File: src/rtl/txLoaderPkg.sv
package txLoaderPkg;

  // Which byte the serializer loads when a byte transfer starts
  typedef enum logic [2:0] {
    SEL_RDCMD,
    SEL_WRCMD,
    SEL_RAMCMD,
    SEL_DUMMY,
    SEL_REGHI,
    SEL_REGLO,
    SEL_BUFHI,
    SEL_BUFLO
  } txSel_e;

  // Strobes from control to datapath
  typedef struct packed {
    logic   latchLen;
    logic   clrWord;
    logic   nextWord;
    logic   startByte;
    txSel_e sel;
    logic   capHi;
    logic   capLo;
    logic   ceOn;
    logic   ceOff;
  } ctrlStrobe_t;

  // Status from datapath to control
  typedef struct packed {
    logic byteDone;
    logic lastWord;
    logic emptyFrame;
  } dpStatus_t;

endpackage

File: src/rtl/txLoaderDatapath.sv
module txLoaderDatapath
  import txLoaderPkg::*;
#(
  parameter int HALF_DIV = 2,
  parameter int LEN_W = 7,
  parameter logic [5:0] LEN_REG_ADDR = 6'h03,
  parameter logic [5:0] RAM_ADDR = 6'h02
) (
  input  logic             clk,
  input  logic             rstN,
  input  ctrlStrobe_t      strobe,
  input  logic [LEN_W-1:0] frameLen,
  output dpStatus_t        status,
  output logic [LEN_W-1:0] bufAddr,
  input  logic [7:0]       bufData,
  output logic             spiCsN,
  output logic             spiClk,
  output logic             spiMosi,
  input  logic             spiMiso
);

  localparam int IDX_W = LEN_W - 1;
  localparam logic [15:0] LEN_MASK = 16'((32'd1 << LEN_W) - 1);

  logic [LEN_W-1:0] lenR;
  logic [IDX_W-1:0] wordIdx;
  logic [IDX_W-1:0] curIdx;
  logic [LEN_W-1:0] hiIdx;
  logic [LEN_W-1:0] loIdx;
  logic             padHi;
  logic [15:0]      regWord;
  logic [15:0]      newReg;
  logic [LEN_W-1:0] lenPlus2;
  logic [LEN_W:0]   wordsTotal;
  logic [7:0]       txByte;

  logic       csNR;
  logic       sclkR;
  logic [3:0] edgeCnt;
  logic [7:0] txSh;
  logic [7:0] rxSh;
  logic       byteBusy;
  logic       byteDoneR;
  logic       halfTick;

  // Word index as seen by the byte being started now
  always_comb begin
    curIdx     = strobe.nextWord ? wordIdx + IDX_W'(1) : wordIdx;
    hiIdx      = {curIdx, 1'b1};
    loIdx      = {curIdx, 1'b0};
    bufAddr    = (strobe.sel == SEL_BUFHI) ? hiIdx : loIdx;
    padHi      = (hiIdx == lenR);
    lenPlus2   = lenR + LEN_W'(2);
    newReg     = (regWord & ~LEN_MASK) | 16'(lenPlus2);
    wordsTotal = ({1'b0, lenR} + (LEN_W+1)'(1)) >> 1;
  end

  always_comb begin
    case (strobe.sel)
      SEL_RDCMD:  txByte = {2'b10, LEN_REG_ADDR};
      SEL_WRCMD:  txByte = {2'b00, LEN_REG_ADDR};
      SEL_RAMCMD: txByte = {2'b00, RAM_ADDR};
      SEL_REGHI:  txByte = newReg[15:8];
      SEL_REGLO:  txByte = newReg[7:0];
      SEL_BUFHI:  txByte = padHi ? 8'h00 : bufData;
      SEL_BUFLO:  txByte = bufData;
      default:    txByte = 8'h00;
    endcase
  end

  // Frame bookkeeping: latched length, word index, captured register
  always_ff @(posedge clk or negedge rstN) begin
    if (!rstN) begin
      lenR    <= '0;
      wordIdx <= '0;
      regWord <= '0;
      csNR    <= 1'b1;
    end else begin
      if (strobe.latchLen) lenR <= frameLen;
      if (strobe.clrWord) wordIdx <= '0;
      else if (strobe.nextWord) wordIdx <= wordIdx + IDX_W'(1);
      if (strobe.capHi) regWord[15:8] <= rxSh;
      if (strobe.capLo) regWord[7:0] <= rxSh;
      if (strobe.ceOn) csNR <= 1'b0;
      else if (strobe.ceOff) csNR <= 1'b1;
    end
  end

  // SCLK half-period tick: the parameter picks a counter or a constant
  generate
    if (HALF_DIV == 1) begin : gNoDiv
      assign halfTick = 1'b1;
    end else begin : gDiv
      localparam int HCW = $clog2(HALF_DIV);
      localparam logic [HCW-1:0] HALF_LAST = HCW'(HALF_DIV - 1);
      logic [HCW-1:0] halfCnt;
      always_ff @(posedge clk or negedge rstN) begin
        if (!rstN) halfCnt <= '0;
        else if (strobe.startByte || !byteBusy || halfCnt == HALF_LAST) halfCnt <= '0;
        else halfCnt <= halfCnt + HCW'(1);
      end
      assign halfTick = (halfCnt == HALF_LAST);
    end
  endgenerate

  // Byte serializer: 16 half periods, sample on rise, shift on fall
  always_ff @(posedge clk or negedge rstN) begin
    if (!rstN) begin
      sclkR     <= 1'b0;
      edgeCnt   <= '0;
      txSh      <= '0;
      rxSh      <= '0;
      byteBusy  <= 1'b0;
      byteDoneR <= 1'b0;
    end else begin
      byteDoneR <= 1'b0;
      if (strobe.startByte) begin
        txSh     <= txByte;
        byteBusy <= 1'b1;
        edgeCnt  <= '0;
      end else if (byteBusy && halfTick) begin
        sclkR   <= ~sclkR;
        edgeCnt <= edgeCnt + 4'd1;
        if (!sclkR) rxSh <= {rxSh[6:0], spiMiso};
        else txSh <= {txSh[6:0], 1'b0};
        if (edgeCnt == 4'd15) begin
          byteBusy  <= 1'b0;
          byteDoneR <= 1'b1;
        end
      end
    end
  end

  assign spiCsN  = csNR;
  assign spiClk  = sclkR;
  assign spiMosi = byteBusy ? txSh[7] : 1'b0;

  assign status.byteDone   = byteDoneR;
  assign status.lastWord   = ((LEN_W+1)'(wordIdx) + (LEN_W+1)'(1)) == wordsTotal;
  assign status.emptyFrame = (lenR == '0);

endmodule

File: src/rtl/txLoaderControl.sv
module txLoaderControl
  import txLoaderPkg::*;
#(
  parameter int HALF_DIV = 2
) (
  input  logic        clk,
  input  logic        rstN,
  input  logic        start,
  input  dpStatus_t   status,
  output ctrlStrobe_t strobe,
  output logic        busy,
  output logic        done
);

  localparam int GAP_CYC = 2 * HALF_DIV;
  localparam int GW = $clog2(GAP_CYC + 1);

  typedef enum logic [3:0] {
    ST_IDLE, ST_RDCMD, ST_RDHI, ST_RDLO, ST_GAPA,
    ST_WRCMD, ST_WRHI, ST_WRLO, ST_GAPB,
    ST_RAMCMD, ST_DATHI, ST_DATLO, ST_FIN
  } state_e;

  state_e        state, nxt;
  logic [GW-1:0] gapCnt;
  logic          gapLoad;
  logic          gapDec;

  always_comb begin
    strobe  = '0;
    strobe.sel = SEL_DUMMY;
    nxt     = state;
    gapLoad = 1'b0;
    gapDec  = 1'b0;
    case (state)
      ST_IDLE: if (start) begin
        strobe.latchLen  = 1'b1;
        strobe.clrWord   = 1'b1;
        strobe.ceOn      = 1'b1;
        strobe.startByte = 1'b1;
        strobe.sel       = SEL_RDCMD;
        nxt = ST_RDCMD;
      end
      ST_RDCMD: if (status.byteDone) begin
        strobe.startByte = 1'b1;
        nxt = ST_RDHI;
      end
      ST_RDHI: if (status.byteDone) begin
        strobe.capHi     = 1'b1;
        strobe.startByte = 1'b1;
        nxt = ST_RDLO;
      end
      ST_RDLO: if (status.byteDone) begin
        strobe.capLo = 1'b1;
        strobe.ceOff = 1'b1;
        gapLoad = 1'b1;
        nxt = ST_GAPA;
      end
      ST_GAPA: if (gapCnt == '0) begin
        strobe.ceOn      = 1'b1;
        strobe.startByte = 1'b1;
        strobe.sel       = SEL_WRCMD;
        nxt = ST_WRCMD;
      end else gapDec = 1'b1;
      ST_WRCMD: if (status.byteDone) begin
        strobe.startByte = 1'b1;
        strobe.sel       = SEL_REGHI;
        nxt = ST_WRHI;
      end
      ST_WRHI: if (status.byteDone) begin
        strobe.startByte = 1'b1;
        strobe.sel       = SEL_REGLO;
        nxt = ST_WRLO;
      end
      ST_WRLO: if (status.byteDone) begin
        strobe.ceOff = 1'b1;
        gapLoad = 1'b1;
        nxt = ST_GAPB;
      end
      ST_GAPB: if (gapCnt == '0) begin
        strobe.ceOn      = 1'b1;
        strobe.startByte = 1'b1;
        strobe.sel       = SEL_RAMCMD;
        nxt = ST_RAMCMD;
      end else gapDec = 1'b1;
      ST_RAMCMD: if (status.byteDone) begin
        if (status.emptyFrame) begin
          strobe.ceOff = 1'b1;
          nxt = ST_FIN;
        end else begin
          strobe.startByte = 1'b1;
          strobe.sel       = SEL_BUFHI;
          nxt = ST_DATHI;
        end
      end
      ST_DATHI: if (status.byteDone) begin
        strobe.startByte = 1'b1;
        strobe.sel       = SEL_BUFLO;
        nxt = ST_DATLO;
      end
      ST_DATLO: if (status.byteDone) begin
        if (status.lastWord) begin
          strobe.ceOff = 1'b1;
          nxt = ST_FIN;
        end else begin
          strobe.nextWord  = 1'b1;
          strobe.startByte = 1'b1;
          strobe.sel       = SEL_BUFHI;
          nxt = ST_DATHI;
        end
      end
      ST_FIN: nxt = ST_IDLE;
      default: nxt = ST_IDLE;
    endcase
  end

  always_ff @(posedge clk or negedge rstN) begin
    if (!rstN) begin
      state  <= ST_IDLE;
      gapCnt <= '0;
    end else begin
      state <= nxt;
      if (gapLoad) gapCnt <= GW'(GAP_CYC - 1);
      else if (gapDec) gapCnt <= gapCnt - GW'(1);
    end
  end

  assign busy = (state != ST_IDLE);
  assign done = (state == ST_FIN);

endmodule

File: src/rtl/txFrameLoader.sv
module txFrameLoader #(
  parameter int HALF_DIV = 2,
  parameter int LEN_W = 7,
  parameter logic [5:0] LEN_REG_ADDR = 6'h03,
  parameter logic [5:0] RAM_ADDR = 6'h02
) (
  input  logic             clk,
  input  logic             rstN,
  input  logic             start,
  input  logic [LEN_W-1:0] frameLen,
  output logic             busy,
  output logic             done,
  output logic [LEN_W-1:0] bufAddr,
  input  logic [7:0]       bufData,
  output logic             spiCsN,
  output logic             spiClk,
  output logic             spiMosi,
  input  logic             spiMiso
);

  txLoaderPkg::ctrlStrobe_t strobe;
  txLoaderPkg::dpStatus_t   status;

  txLoaderControl #(.HALF_DIV(HALF_DIV)) uCtrl (
    .clk(clk), .rstN(rstN), .start(start), .status(status),
    .strobe(strobe), .busy(busy), .done(done)
  );

  txLoaderDatapath #(
    .HALF_DIV(HALF_DIV), .LEN_W(LEN_W),
    .LEN_REG_ADDR(LEN_REG_ADDR), .RAM_ADDR(RAM_ADDR)
  ) uData (
    .clk(clk), .rstN(rstN), .strobe(strobe), .frameLen(frameLen),
    .status(status), .bufAddr(bufAddr), .bufData(bufData),
    .spiCsN(spiCsN), .spiClk(spiClk), .spiMosi(spiMosi), .spiMiso(spiMiso)
  );

endmodule

File: config.mk
export PLATFORM = sky130hd
export DESIGN_NAME = txFrameLoader
export DESIGN_NICKNAME = d
export VERILOG_FILES = /design/src/rtl/txLoaderPkg.sv /design/src/rtl/txLoaderDatapath.sv /design/src/rtl/txLoaderControl.sv /design/src/rtl/txFrameLoader.sv
export SDC_FILE = /design/constraint.sdc
export NUM_CORES = 1
export LEC_CHECK = 0
export CORE_AREA = 2 2 65 128
export CTS_BUF_LIST = sky130_fd_sc_hd__clkbuf_16
export DETAILED_ROUTE_END_ITERATION = 8
export DIE_AREA = 0 0 67 130
export SLEW_MARGIN = 10
export SYNTH_ARGS = -nofsm -noshare
export SYNTH_HDL_FRONTEND = slang
export SYNTH_SLANG_ARGS = --single-unit
File: constraint.sdc
create_clock -name clk -period 8.7 [get_ports clk]
set_input_delay 1.305 -clock clk [delete_from_list [all_inputs] [get_ports clk]]
set_output_delay 1.305 -clock clk [all_outputs]
set_load 0.02 [all_outputs]
# --- After elaboration in Yosys (flattened, before gate mapping) ---
# Cells that the tools add are included.
# W data, S select, Z words.
word_totals:
  output_inout_bits: 12
  elab_cells: 145
  regBits: 61
op_classes:
  mux: 66
  n_bitwise: 3
  n_eq_ne: 33
  n_addsub: 7
  n_reduce_logical: 22
op_table:
  columns: ["op", "n"]
  rows:
  - ["$mux W4", 22]
  - ["$pmux W8 S7", 1]
  - ["$pmux W4 S12", 1]
  - ["$mux W8", 4]
  - ["$eq A4 B4 Y1 const B", 6]
  - ["$mux W1", 24]
  - ["$pmux W3 S8", 1]
  - ["$ne A2 B1 Y1 const B", 11]
  - ["$eq A4 B3 Y1 const B", 4]
  - ["$or A16 B7 Y16", 1]
  - ["$eq A3 B3 Y1 const B", 4]
  - ["$mux W3", 4]
  - ["$mux W6", 2]
  - ["$reduce_and A12 Y1", 1]
  - ["$mux W5", 2]
  - ["$reduce_bool A2 Y1", 5]
  - ["$pmux W1 S9", 1]
  - ["$add A7 B1 Y8 const B", 1]
  - ["$eq A4 B2 Y1 const B", 2]
  - ["$eq A8 B7 Y1", 1]
  - ["$add A6 B1 Y7 const B", 1]
  - ["$add A7 B2 Y7 const B", 1]
  - ["$eq A7 B7 Y1", 1]
  - ["$logic_not A7 Y1", 1]
  - ["other kinds (21)", 29]

# --- Logic depth before layout (Yosys ltp) ---
# Gate-level depths: netlist (run 1).
depth:
  word_depth: 10
  ltp_mapped: 13
  depth_no_buf: 12

# --- Cells and area by module ---
# A second synthesis (run 1) with hierarchy kept.
hier_totals:
  cells_unflattened: 353
  area_unflattened_um2: 3357.0
by_module_without_submodules:
  columns: ["module", "instances", "seq_area_each_um2", "area_per_inst_um2", "cells_each"]
  rows:
  - ["txLoaderDatapath", 1, 1177.4, 2642.5, 262]
  - ["txLoaderControl", 1, 175.2, 714.4, 91]

# --- Worst setup path before layout (run 1) ---
# OpenSTA, ideal clock, no wires.
synth_timing:
  kind: "reg-to-output"
  from: "register uData.wordIdx[0]"
  to: "output port bufAddr[5]"
  t_required_ps: 7395
  path_stages_with_launch: 9
  setup_slack_ps: 4943
  path_buffers: 0
  t_arrival_ps: 2452
  cell_sequence: "dfrtp_1 ha_1 nand3_2 or4_1 a211oi_2 a31oi_1 a31oi_4 nor2_1 xor2_1"
synth_via:
  elab_chain_len: 6
  elab_cells_between_ends: 7
  cone_classes: "add/sub (2); eq/ne (1); mux (4)"
synth_lines:
  columns: ["item", "line_no", "text"]
  rows:
  - ["from (decl)", "txLoaderDatapath.sv:26", "logic [IDX_W-1:0] wordIdx;"]
  - ["from (signal assigned)", "txLoaderDatapath.sv:81", "else if (strobe.nextWord) wordIdx <= wordIdx + IDX_W'(1);"]
  - ["$add A6 B1 Y7", "txLoaderDatapath.sv:139", "assign status.lastWord = ((LEN_W+1)'(wordIdx) + (LEN_W+1)'(1)) == wordsTotal;"]
  - ["$eq A8 B7 Y1", "txLoaderDatapath.sv:139", null]
  - ["$mux W5", "txLoaderControl.sv:102", "if (status.lastWord) begin"]
  - ["$mux W5", "txLoaderControl.sv:101", "ST_DATLO: if (status.byteDone) begin"]
  - ["$mux W1", "txLoaderControl.sv:35", "case (state)"]
  - ["$mux W6 *", "txLoaderDatapath.sv:48", "curIdx = strobe.nextWord ? wordIdx + IDX_W'(1) : wordIdx;"]
  - ["to (decl)", "txFrameLoader.sv:13", "output logic [LEN_W-1:0] bufAddr,"]
# Mark *: on every way between the ends. The rest lies on a longest branch, timed or not.

# --- Final worst setup path (run 1) ---
layout_timing:
  from: "register uData.lenR[2]"
  to: "output port bufAddr[2]"
layout_via:
  elab_chain_len: 6
layout_lines:
  columns: ["item", "line_no", "text"]
  rows:
  - ["from (decl)", "txLoaderDatapath.sv:25", "logic [LEN_W-1:0] lenR;"]
  - ["from (signal assigned)", "txLoaderDatapath.sv:79", "if (strobe.latchLen) lenR <= frameLen;"]
  - ["$add A7 B1 Y8", "txLoaderDatapath.sv:55", "wordsTotal = ({1'b0, lenR} + (LEN_W+1)'(1)) >> 1;"]
  - ["$eq A8 B7 Y1", "txLoaderDatapath.sv:139", null]
  - ["$mux W5", "txLoaderControl.sv:102", null]
  - ["$mux W5", "txLoaderControl.sv:101", null]
  - ["$mux W1", "txLoaderControl.sv:35", null]
  - ["$mux W6", "txLoaderDatapath.sv:48", null]
# No other way between the ends.

==> flow_summary.ini, run 1 <==
[cells_and_area]
syn_to_final_growth_pct = 14.9
final_nets = 413
nFillCells = 769
final_cell_area_sq_mm = 0.00391
multi_input_area_sq_mm = 0.00191
diodes = 0
final_cell_mix = 53 x dfrtp_1, 48 x nand2_1, 29 x clkdlybuf4s50_1
seq_area_sq_mm = 0.00135
drive_gt1_share_pct = 9.28
final_common_cell = dfrtp_1

[global_route]
grt_max_degree = 42
grt_first_pass_wirelength_um = 13700
antenna_found_initial = 0
grt_pass1_vias = 2772
overflow = 0
grt_usage_pct = 20.5

[clocking]
clockBufferDepth = 2
insertion_delay_ns = 0.30
ctsHtreeMaxLevel = 2
cts_made_buffers = 5
tritoncts = yes
post-cts-setup-buffer-count = 0
postCtsHoldBufs = 0
cts_resized = 0
cts.sinks = 54
clk_pin_slew_worst_paths_ns = 0.07
cts-root-buf = clkbuf_16

[logic_synthesis]
synth-edff-count = 0
yosysTopAreaCell = dfrtp_1
syn-num-nets = 393
syn_area_sq_mm = 0.00340
ys_seq_elements = 54
ys.warnings.count = 0
syn_area_per_cell_sq_um = 9.27
synth_top_cell_area_share_pct = 39.0
seq_area_frac_synth_pct = 39.8
synth_flop_cell = dfrtp_1
netlist_instances = 367
ys_async_sr_fraction_pct = 100
synth_cell_types = 69
synth_area_leaders = dfrtp_1 39%, nand2_1 5.3%, mux2_2 3.3%

[routing]
drt_iter0_drc = 204
met3WireLength_um = 339
route.detailed.drc = 0
highest_layer = met4
routed_wl_um = 8330
postRouteAntennaNets = 0
via_count = 2854
wl_per_cell_um = 17.2
wirelength_met1_um = 3570
met2RoutedLength_um = 4120
vias_per_cell = 5.90
dr.pass1.iters = 5

[critical_path]
worstPathMaxFanout = 11
slowest_stage = dfrtp_1
critPathBufInv = 1
cp.arrival_ns = 3.61
critPathLaunchType = flip-flop
cp-end-kind = output pin
cp_cell_sequence = ha_1 > nand4_1 > or4_1 > a211oi_2 > a31oi_1 > a31oi_4 > mux2_2 > clkdlybuf4s50_1
crit_required_ns = 7.39
path_delay_family = compound AO/OA/AOI/OAI gates
worstSetupPathType = reg2out
max_stage_delay_ns = 0.58

[place]
dpl_cell_area_sq_mm = 0.00374
placement.io_buffers = 30
finalWeightedCongestion = 0.936
hpwl_um = 6070

[sta]
max-slew-margin-rel_pct = 38.9
period_minus_slack_ns = 4.91
fmax_mhz = 204
rsz0062_at_grt = false
period_share_pct = 56.5
fin_skew_ns = 0.00858
hold_violations = 0
tightestPinTransition_ns = 0.909
slew_viol_final = 0
finalSetupTns_ns = 0
finalSetupViolCount = 0

[die]
num_io_pins = 31
die-area_sq_mm = 0.00871
die_w_um = 67
start_util_pct = 43.4
core_area_sq_mm = 0.00783
die_h_um = 130
rows = 46

[status]
status = finished clean

[power]
pwr_density_cell_mw_per_mm2 = 263
total_leakage_power_uw = 0.00170
ir_drop_mv = 0.166

[min_path]
min_path_type = reg2reg

[job]
max_cap_viol_count = 0
synth_stat cells (all sizes together) (4+ instances only):
master / n
dfrtp: 53
mux2: 18
nand3: 15
nor3: 10
o21ai: 17
xor2: 11
ha: 7
nand2b: 7
a221o: 4
a31oi: 8
and2: 7
mux2i: 5
nor2: 30
a21oi: 18
inv: 16
clkbuf: 13
a222oi: 5
xnor2: 11
o22ai: 4
buf: 5
nand4: 5
nand2: 48
metrics by stage:
stage / hold slack (ns) / std cells / power (uW) / setup WS (ns) / util, %
floorplan: 0.399 / 367 / 691 / 4.94 / -
global placement: 0.414 / 476 / 787 / 4.00 / 47.8
detailed placement: 0.419 / 476 / 797 / 3.97 / 47.8
CTS: 0.430 / 484 / 1030 / 3.78 / 49.9
global route: 0.465 / 484 / 1100 / 3.59 / 49.9
finish: 0.426 / 484 / 1030 / 3.79 / 49.9
flip-flops by register name (all words and copies together), names as in the netlist:
signal / flops
uData.regWord: 9
uData.rxSh: 8
uData.txSh: 8
uData.lenR: 7
uData.wordIdx: 6
uCtrl.state: 4
uData.edgeCnt: 4
uCtrl.gapCnt: 3
uData.byteBusy: 1
uData.byteDoneR: 1
uData.gDiv.halfCnt: 1
uData.spiClk: 1
uData.spiCsN: 1
worst paths after layout:
kind                                    start                 end  slack [ns]  cells after the start
setup reg to reg                uData.lenR[2]       uData.rxSh[0]        5.02                     11
min in group asynchronous                rstN    uData.wordIdx[4]        0.90                      1
hold reg to reg            uData.gDiv.halfCnt  uData.gDiv.halfCnt        0.43                      1
hold / removal             uData.gDiv.halfCnt  uData.gDiv.halfCnt        0.43                      1
setup / recovery                uData.lenR[2]          bufAddr[2]        3.79                      8
max in group asynchronous                rstN        uData.spiCsN        6.95                      2
cells by family (layout without fill, tap and decap cells):
logic type      after synthesis  in the layout  synth area share [%]
fa+ha+maj                     7              7                  2.58
compound gates               83             83                  18.3
simple gates                142            142                  20.5
xor+xnor                     24             24                  7.21
buf+inv                      34             55                  4.19
flops                        54             54                  39.8
mux                          23             23                  7.43
area by class of cell:
class | count | share of cell area (%)
multi-input cells | 279 | 48.8
flip-flops and latches | 54 | 34.6
repair buffers | 31 | 7.75
clock buffers | 5 | 3.20
well taps | 96 | 3.07
inverters | 16 | 1.54
clock inverters | 3 | 1.09
routing by layer:
metal | vias up | GRT usage (%)
li1 | 1349 | -
met1 | 1390 | 26.5
met2 | 95 | 33.4
met3 | 20 | 2.93
met4 | 0 | 9.36
met5 | - | 0
power by group:
group / total, uW / internal [uW] / switching (uW) / leakage, uW
combinational: 380 / 175 / 204 / 0.000916
sequential: 417 / 317 / 99.6 / 0.000694
clock: 230 / 136 / 94.7 / 0.0000852
total: 1030 / 628 / 399 / 0.00170
(Power assumes the default switching activity.)
==> run 2: changes to the inputs <==
--- a/config.mk
+++ b/config.mk
@@ -9,6 +9,7 @@
 export CTS_BUF_LIST = sky130_fd_sc_hd__clkbuf_16
 export DETAILED_ROUTE_END_ITERATION = 8
 export DIE_AREA = 0 0 67 130
+export PLACE_DENSITY = 0.66
 export SLEW_MARGIN = 10
 export SYNTH_ARGS = -nofsm -noshare
 export SYNTH_HDL_FRONTEND = slang
==> constraint.sdc (replaced) <==
create_clock -name clk -period 4.15 [get_ports clk]
set_input_delay 0.6225 -clock clk [delete_from_list [all_inputs] [get_ports clk]]
set_output_delay 0.6225 -clock clk [all_outputs]
set_load 0.02 [all_outputs]
==> run 2 against run 1 <==
Net effect: sequential share of layout area decreased by 0.55 points; cell count is 2.5% higher; combinational power up 140%; critical endpoint unchanged; cell area up 1.8%; largest cell class unchanged; highest routed layer unchanged; via count is 0.46% higher; register-to-register slack got worse by 4.4 ns; sequential cell count is the same; clock skew is 0.0015 ns lower.
==> flow_summary.ini, run 2 (synthesis results as in run 1) <==
[cells_and_area]
nFillCells = 770
reg_top3 = uData.regWord x9, uData.rxSh x8, uData.txSh x8
final_util_pct = 50.8
final_cell_area_sq_mm = 0.00398
final_nets = 425
final_common_cell = dfrtp_1
diodes = 0
final_cell_mix = 51 x dfrtp_1, 48 x nand2_1, 29 x clkdlybuf4s50_1
finalNonFillerCells = 496
syn_to_final_growth_pct = 17.0
largest_reg_flops = 9
drive_gt1_share_pct = 12.8
regMostFlops = uData.regWord

[global_route]
overflow = 0
grt_first_pass_wirelength_um = 14100
antenna_found_initial = 0
grt_pass1_vias = 2897
grt_usage_pct = 21.4
grt_max_degree = 41

[die]
die-area_sq_mm = 0.00871
rows = 46
num_io_pins = 31
core_area_sq_mm = 0.00783
start_util_pct = 43.4
die_h_um = 130
die_w_um = 67

[critical_path]
rr_worst_depth = 12
worstPathMaxFanout = 8
critPathLaunchType = flip-flop
cp.arrival_ns = 3.38
cp_cell_sequence = ha_1 > nand4_1 > or4_1 > a211oi_2 > a31oi_1 > a31oi_4 > mux2_2 > clkdlybuf4s50_1
critPathBufInv = 1
cp-end-kind = output pin
reg2reg_from = uData.lenR[1]
path_delay_family = compound AO/OA/AOI/OAI gates
max_stage_delay_ns = 0.55
crit_required_ns = 3.53
slowest_stage = or4_1
worstSetupPathType = reg2out
crit_start = uData.lenR[1]
cp_num_cells = 8
endpoint = bufAddr[2]
r2r_end = uData.rxSh[6]
rrSetupSlack_ns = 0.59

[sta]
finalSetupTns_ns = 0
max-slew-margin-rel_pct = 42.4
finalSetupViolCount = 0
tightestPinTransition_ns = 0.855
rsz0062_at_grt = false
period_share_pct = 96.4
hold_violations = 0
hold_ws_ns = 0.213
slew_viol_final = 0
fmax_mhz = 250
period_minus_slack_ns = 4.00
fin_skew_ns = 0.00706

[routing]
wl_per_cell_um = 16.9
met2RoutedLength_um = 4170
route.detailed.drc = 0
postRouteAntennaNets = 0
via_count = 2867
wirelength_met1_um = 3490
routed_wl_um = 8390
met3WireLength_um = 464
dr.pass1.iters = 6
vias_per_cell = 5.78
highest_layer = met4
drt_iter0_drc = 276

[clocking]
cts_made_buffers = 5
tritoncts = yes
cts.sinks = 54
clk_pin_slew_worst_paths_ns = 0.07
clockBufferDepth = 2
insertion_delay_ns = 0.30
cts-root-buf = clkbuf_16
ctsHtreeMaxLevel = 2

[power]
pwr_density_cell_mw_per_mm2 = 540
ir_drop_mv = 0.302
total_leakage_power_uw = 0.00174

[status]
status = finished clean

[place]
dpl_cell_area_sq_mm = 0.00379
placement.io_buffers = 30
finalWeightedCongestion = 0.916
hpwl_um = 6280
dpl.cell_count = 482

[min_path]
min_path_type = in2async

[job]
max_cap_viol_count = 0
run 2: how the worst min path moves through the flow:
stage,to,slack (ns)
after floorplan,uCtrl.gapCnt[0],0.33
after global placement,uData.gDiv.halfCnt,0.41
after detailed placement,uData.gDiv.halfCnt,0.43
after CTS,uData.wordIdx[4],0.22
after global routing,uData.wordIdx[4],0.24
final,uData.wordIdx[4],0.21
run 2: layout make-up:
type	count	area (sq um)	share of cell area, %
inverter	16	60.1	1.51
sequential	54	1360	34.1
clock inverter	3	17.5	0.440
clock buffer	5	125	3.14
timing repair buffer	43	393	9.87
tap	96	120	3.02
multi-input combinational	279	1910	48.0
run 2: where the power goes:
part / internal [uW] / switching [uW] / leakage (uW)
registers: 668 / 142 / 0.000691
clock network: 223 / 195 / 0.0000754
logic: 408 / 514 / 0.000972
total: 1300 / 851 / 0.00174
run 2: metrics by stage:
stage | setup slack, ns | total power [uW]
floorplan | 1.02 | 1450
global placement | 0.399 | 1690
detailed placement | 0.352 | 1720
CTS | 0.0139 | 2140
global route | 0.0134 | 2290
finish | 0.151 | 2150
run 2: repair_timing:
item	4_1_cts	5_1_grt
setup buffers	0	6
hold buffers	0	0
resized for setup	0	3
endpoints found under the setup margin	0	6
run 2: routing by layer:
metal | up-vias | track usage [%]
met2 | 93 | 34.5
met1 | 1378 | 26.8
met3 | 20 | 4.48
li1 | 1376 | -
met4 | 0 | 10.4
met5 | - | 0
